<file path="src/rtl/sa_pkg.sv">
package sa_pkg;

    localparam int unsigned SA_N_DEF  = 4;
    localparam int unsigned SA_AW_DEF = 8;
    localparam int unsigned SA_SW_DEF = 32;

    // cycles an activation of grid row r waits before the left edge
    function automatic int unsigned sa_in_skew(input int unsigned r);
        return r;
    endfunction

    // cycles a column sum waits after the bottom edge to realign the row
    function automatic int unsigned sa_out_skew(input int unsigned n, input int unsigned c);
        return n - 1 - c;
    endfunction

    // register stages from accepting a vector to presenting its result
    function automatic int unsigned sa_latency(input int unsigned n);
        return 2 * n - 1;
    endfunction

endpackage

</file>
<file path="src/rtl/sa_delay.sv">
module sa_delay #(
    parameter int unsigned W     = 8,
    parameter int unsigned DEPTH = 1
) (
    input  logic         clk,
    input  logic         rst,
    input  logic         en,
    input  logic [W-1:0] din,
    output logic [W-1:0] dout
);

    generate
        if (DEPTH == 0) begin : g_wire
            logic unused_ctl;
            assign unused_ctl = ^{clk, rst, en};
            assign dout = din;
        end else begin : g_reg
            typedef struct packed {
                logic [DEPTH-1:0][W-1:0] pipe;
            } dly_t;

            dly_t dly_d, dly_q;

            always_comb begin
                dly_d = dly_q;
                if (en) begin
                    dly_d.pipe[0] = din;
                    for (int k = 1; k < DEPTH; k++) begin
                        dly_d.pipe[k] = dly_q.pipe[k-1];
                    end
                end
            end

            always_ff @(posedge clk) begin
                if (rst) begin
                    dly_q <= '0;
                end else begin
                    dly_q <= dly_d;
                end
            end

            assign dout = dly_q.pipe[DEPTH-1];
        end
    endgenerate

endmodule

</file>
<file path="src/rtl/sa_pe.sv">
module sa_pe #(
    parameter int unsigned AW = 8,
    parameter int unsigned SW = 32
) (
    input  logic          clk,
    input  logic          rst,
    input  logic          en,
    input  logic          wshift,
    input  logic [AW-1:0] w_in,
    output logic [AW-1:0] w_out,
    input  logic [AW-1:0] a_in,
    output logic [AW-1:0] a_out,
    input  logic [SW-1:0] ps_in,
    output logic [SW-1:0] ps_out
);

    localparam int unsigned PW  = 2 * AW;
    localparam int unsigned EXT = SW - PW;

    typedef struct packed {
        logic [AW-1:0] act;
        logic [SW-1:0] psum;
    } pe_t;

    pe_t st_d, st_q;
    logic [AW-1:0] w_d, w_q;

    logic signed [PW-1:0] prod;
    logic [SW-1:0]        prod_ext;

    assign prod     = $signed(a_in) * $signed(w_q);
    assign prod_ext = {{EXT{prod[PW-1]}}, prod};

    always_comb begin
        st_d = st_q;
        if (en) begin
            st_d.act  = a_in;
            st_d.psum = ps_in + prod_ext;
        end
    end

    always_comb begin
        w_d = wshift ? w_in : w_q;
    end

    always_ff @(posedge clk) begin
        if (rst) begin
            st_q <= '0;
        end else begin
            st_q <= st_d;
        end
    end

    // weights are held across reset on purpose
    always_ff @(posedge clk) begin
        w_q <= w_d;
    end

    assign w_out  = w_q;
    assign a_out  = st_q.act;
    assign ps_out = st_q.psum;

endmodule

</file>
<file path="src/rtl/sa_array.sv">
module sa_array
    import sa_pkg::*;
#(
    parameter int unsigned N  = SA_N_DEF,
    parameter int unsigned AW = SA_AW_DEF,
    parameter int unsigned SW = SA_SW_DEF
) (
    input  logic            clk,
    input  logic            rst,
    input  logic            stall,
    input  logic            wload_en,
    input  logic [N*AW-1:0] wload_row,
    output logic            wload_done,
    input  logic            act_valid,
    input  logic [N*AW-1:0] act_row,
    output logic            res_valid,
    output logic [N*SW-1:0] res_row
);

    localparam int unsigned LAT = sa_latency(N);
    localparam int unsigned CW  = $clog2(N + 1);

    typedef struct packed {
        logic [CW-1:0] wcnt;
    } ctl_t;

    ctl_t ctl_d, ctl_q;

    logic adv;
    logic wshift;
    logic vld_tail;

    logic [N-1:0][AW-1:0] act_gated;
    logic [N-1:0][AW-1:0] act_skewed;

    logic [AW-1:0] a_h  [N][N+1];
    logic [SW-1:0] ps_v [N+1][N];
    logic [AW-1:0] w_v  [N+1][N];

    logic [N-1:0][AW-1:0] unused_act_tail;
    logic [N-1:0][AW-1:0] unused_w_tail;

    assign adv       = !stall;
    assign wshift    = wload_en && !stall;
    assign act_gated = act_valid ? act_row : '0;

    // ---------------- weight-load count ----------------
    always_comb begin
        ctl_d = ctl_q;
        if (wshift) begin
            if (ctl_q.wcnt == CW'(N)) begin
                ctl_d.wcnt = CW'(1);
            end else begin
                ctl_d.wcnt = ctl_q.wcnt + CW'(1);
            end
        end
    end

    always_ff @(posedge clk) begin
        if (rst) begin
            ctl_q <= '0;
        end else begin
            ctl_q <= ctl_d;
        end
    end

    assign wload_done = (ctl_q.wcnt == CW'(N));

    // ---------------- input skew ----------------
    generate
        for (genvar i = 0; i < N; i++) begin : g_in
            sa_delay #(
                .W    (AW),
                .DEPTH(sa_in_skew(i))
            ) u_skew (
                .clk (clk),
                .rst (rst),
                .en  (adv),
                .din (act_gated[i]),
                .dout(act_skewed[i])
            );
            assign a_h[i][0]          = act_skewed[i];
            assign unused_act_tail[i] = a_h[i][N];
        end
    endgenerate

    // ---------------- grid edges ----------------
    generate
        for (genvar j = 0; j < N; j++) begin : g_top
            assign ps_v[0][j]       = '0;
            assign w_v[0][j]        = wload_row[j*AW +: AW];
            assign unused_w_tail[j] = w_v[N][j];
        end
    endgenerate

    // ---------------- processing grid ----------------
    generate
        for (genvar i = 0; i < N; i++) begin : g_row
            for (genvar j = 0; j < N; j++) begin : g_col
                sa_pe #(
                    .AW(AW),
                    .SW(SW)
                ) u_pe (
                    .clk   (clk),
                    .rst   (rst),
                    .en    (adv),
                    .wshift(wshift),
                    .w_in  (w_v[i][j]),
                    .w_out (w_v[i+1][j]),
                    .a_in  (a_h[i][j]),
                    .a_out (a_h[i][j+1]),
                    .ps_in (ps_v[i][j]),
                    .ps_out(ps_v[i+1][j])
                );
            end
        end
    endgenerate

    // ---------------- output de-skew ----------------
    generate
        for (genvar j = 0; j < N; j++) begin : g_out
            sa_delay #(
                .W    (SW),
                .DEPTH(sa_out_skew(N, j))
            ) u_deskew (
                .clk (clk),
                .rst (rst),
                .en  (adv),
                .din (ps_v[N][j]),
                .dout(res_row[j*SW +: SW])
            );
        end
    endgenerate

    // ---------------- valid path ----------------
    sa_delay #(
        .W    (1),
        .DEPTH(LAT)
    ) u_vld (
        .clk (clk),
        .rst (rst),
        .en  (adv),
        .din (act_valid),
        .dout(vld_tail)
    );

    assign res_valid = vld_tail && !stall;

endmodule

</file>
<file path="config.mk">
export PLATFORM = sky130hd
export DESIGN_NAME = sa_array
export DESIGN_NICKNAME = d
export VERILOG_FILES = /design/src/rtl/sa_pkg.sv /design/src/rtl/sa_delay.sv /design/src/rtl/sa_pe.sv /design/src/rtl/sa_array.sv
export SDC_FILE = /design/constraint.sdc
export NUM_CORES = 2
export LEC_CHECK = 0
export BUFFER_PORTS_ARGS = -buffer_cell sky130_fd_sc_hd__clkbuf_2
export CAP_MARGIN = 10
export CORE_ASPECT_RATIO = 2
export CORE_UTILIZATION = 25
export DETAILED_ROUTE_END_ITERATION = 6
export GPL_TIMING_DRIVEN = 0
export PLACE_DENSITY = 0.4
export SYNTH_ARGS = -nofsm -noshare
export SYNTH_HDL_FRONTEND = slang
export SYNTH_HIERARCHICAL = 1
export SYNTH_SLANG_ARGS = --single-unit
export TNS_END_PERCENT = 100
</file>
<file path="constraint.sdc">
create_clock -name clk -period 18.1 [get_ports clk]
set_input_delay 3.62 -clock clk [delete_from_list [all_inputs] [get_ports clk]]
set_output_delay 3.62 -clock clk [all_outputs]
set_load 0.01 [all_outputs]
</file>
==> reports/summary.txt <==
Status - finished, violations left
Violated checks - design-rule violations
Clock sink count - 986
Postcts setup bufs - 0
Core ar. - 401400 sq um
Crit start category - input pin
Post-route clock period utilization - 50.83%
Fmax - 108.7 MHz
Reg area - 21020 sq um
R2R Setup Slk - 10340 ps
Port bufs - 198
Initial DRC count - 2221
Static leakage - 53.79 nW
Netlist Area Pre-Place - 100800 sq um
Fill count - 43360
Drt wl/cell - 18.66 microns
First-pass GRT wire length - 484300 microns
Num ports - 199
Final Max Tran Viols - 0
Max VDD drop - 147.6 uV
Hold Crit Endpoint - g_row[0].g_col[1].u_pe/ps_out[24]
Num CTS Buffers - 116
CTS resizes - 0
Final total power - 10.59 mW
Initial core utilization - 25.13%
Drt pass-1 iters - 7
Vias in the first global route - 82580
Clk Latency, worst-skew pair - 830 ps
Tightest Hold Check Type - flop to flop
Hold-fix buffers at CTS - 0
Initial antenna violation count - 10
Die Y - 900.2 microns
RSZ-0062 raised after global routing - no
Worst-path fanout max - 11
Crit Path Category - input pin to flop
PwrDens - 93.29 nW/um^2
Crit path DAT - 9920 ps
Worst setup path start - act_valid
Least-Margin Pin Slew - 1081 ps
Hpwl dp - 266100 microns
Largest net degree at the start of global routing - 82
Slew headroom - 27.96%
CP Capture Type - flop
Fin Setup TNS - 0 ps
Residual DRC - 40
RR Endpoint - g_row[3].g_col[0].u_pe/ps_out[30]
Area Overhead vs Synth - 12.53%
Design Area, Final - 113500 sq um
Worst R2R Start - g_in[3].u_skew/dout[7]
Fin. Hold Viols - 0
Area of the multi-input gates - 72500 sq um
DR vias/cell - 4.508
Setup violations, final - 0
Root Driver - clkbuf_16
Max-cap violations - 0
Worst-path clk slew - 60 ps
Routability cong. - 0.8021
Grt ovf - 0
Worst Hold Depth - 2
R2r worst-path depth - 25
Clock buffer depth - 3
GRT Total Usage - 15.41%
Post-Syn Area per Cell - 9.163 sq um
Post-layout util - 28.27%
Mapped Cells - 11010
Die X - 451.1 microns
CP Data Required Time - 18820 ps
CTS tree - yes
Hold_ws - 463.9 ps
CTS H-tree depth - 3
Nets - 13430
Final ANT Viol Nets - 0
Worst Skew - 96.84 ps
Die area - 406100 sq um
Yosys warnings - 6
Overall routed net length - 314900 microns
Worst Hold Launch - g_row[0].g_col[1].u_pe/ps_out[24]
Min Tclk post-route - 9200 ps
DP Area - 109300 sq um
Via count - 76060
Share of cells above drive strength 1 - 7.172%
Std cell rows - 329
[worst max-delay path by stage]
stage	depth (start not counted)	slack, ps	end
finish	24	8900	g_row[0].g_col[0].u_pe/ps_out[22]
global placement	23	6910	g_row[0].g_col[0].u_pe/ps_out[22]
global route	24	8530	g_row[0].g_col[0].u_pe/ps_out[22]
floorplan	22	8970	g_row[0].g_col[0].u_pe/ps_out[28]
CTS	24	8710	g_row[0].g_col[0].u_pe/ps_out[22]
detailed placement	24	7840	g_row[0].g_col[0].u_pe/ps_out[22]
[layout by cell type (no fill, tap or decap), types with 59 or more instances in the layout]
cell,instances
clkbuf_1,153
a21oi_1,511
buf_4,128
and2_1,746
nor2_1,1005
inv_1,1490
nand3_1,130
nor2b_1,141
conb_1,140
o21ai_0,243
fa_1,896
o22ai_1,59
xnor2_1,445
xor2_1,180
a31oi_1,74
ha_1,994
dfxtp_1,858
edfxtp_1,128
a211oi_1,102
o21a_1,72
mux2i_1,671
nand2_1,461
a21o_1,207
nor3_1,96
nand2b_1,157
clkbuf_2,201
o21bai_1,101
clkbuf_16,121
[per-stage QoR]
stage	setup slack, ps	std cells
floorplan	8967	11140
global route	8529	16870
finish	8900	16870
CTS	8709	16870
detailed placement	7844	16650
global placement	6907	16640
[cell type report]
type | instances | share of cell area, %
Antenna cell | 4 | 0.008821
Sequential cell | 986 | 18.52
Clock buffer | 159 | 2.970
Tap cell | 5296 | 5.839
Buffer | 372 | 2.079
Timing Repair Buffer | 211 | 1.073
Inverter | 1492 | 4.948
Clock inverter | 59 | 0.6748
Multi-Input combinational cell | 8294 | 63.88
[critical path, stage by stage]
cell and delay, ps:
clkbuf_2 280, clkbuf_2 260, and2_1 160, buf_4 190, nand2b_1 180, fa_1 550, fa_1 550, inv_1 50
fa_1 530, inv_1 50, fa_1 520, inv_1 40, ha_1 340, o21ai_0 100, nor2_1 90, o41a_1 360
a41oi_1 320, a21oi_1 160, xnor2_2 560, buf_8 230, ha_1 270, xor2_1 260, mux2i_1 110, nor2_1 110
[sequential cells by signal, indices dropped and copies added, names as in the netlist]
register and count:
g_row.g_col.u_pe/ps_out 512, g_row.g_col.u_pe/w_out 128, g_out.u_deskew/dout 96, g_out.u_deskew/g_reg.dly_q 96
g_row.g_col.u_pe/a_out 96, g_in.u_skew/dout 24, g_in.u_skew/g_reg.dly_q 24, u_vld/g_reg.dly_q 6
ctl_q 3, u_vld/dout 1
[where the power goes]
part / internal [mW] / leakage [nW] / switching (mW)
sequential: 2.53 / 8.22 / 0.337
clock: 1.45 / 2.00 / 1.12
combinational: 2.10 / 43.6 / 3.05
[per-layer routing]
| layer | share of wire, % | vias to the layer above | track usage, % | wire length (microns) |
|---|---|---|---|---|
| met1 | 33 | 37440 | 13.58 | 103400 |
| met5 | 0 | - | 0 | 0 |
| met3 | 1.6 | 371 | 1.057 | 4887 |
| li1 | - | 37570 | - | - |
| met2 | 62 | 682 | 34.62 | 195400 |
| met4 | 3.5 | 0 | 5.184 | 11150 |
No activity file was read; power rests on OpenSTA's default activity.
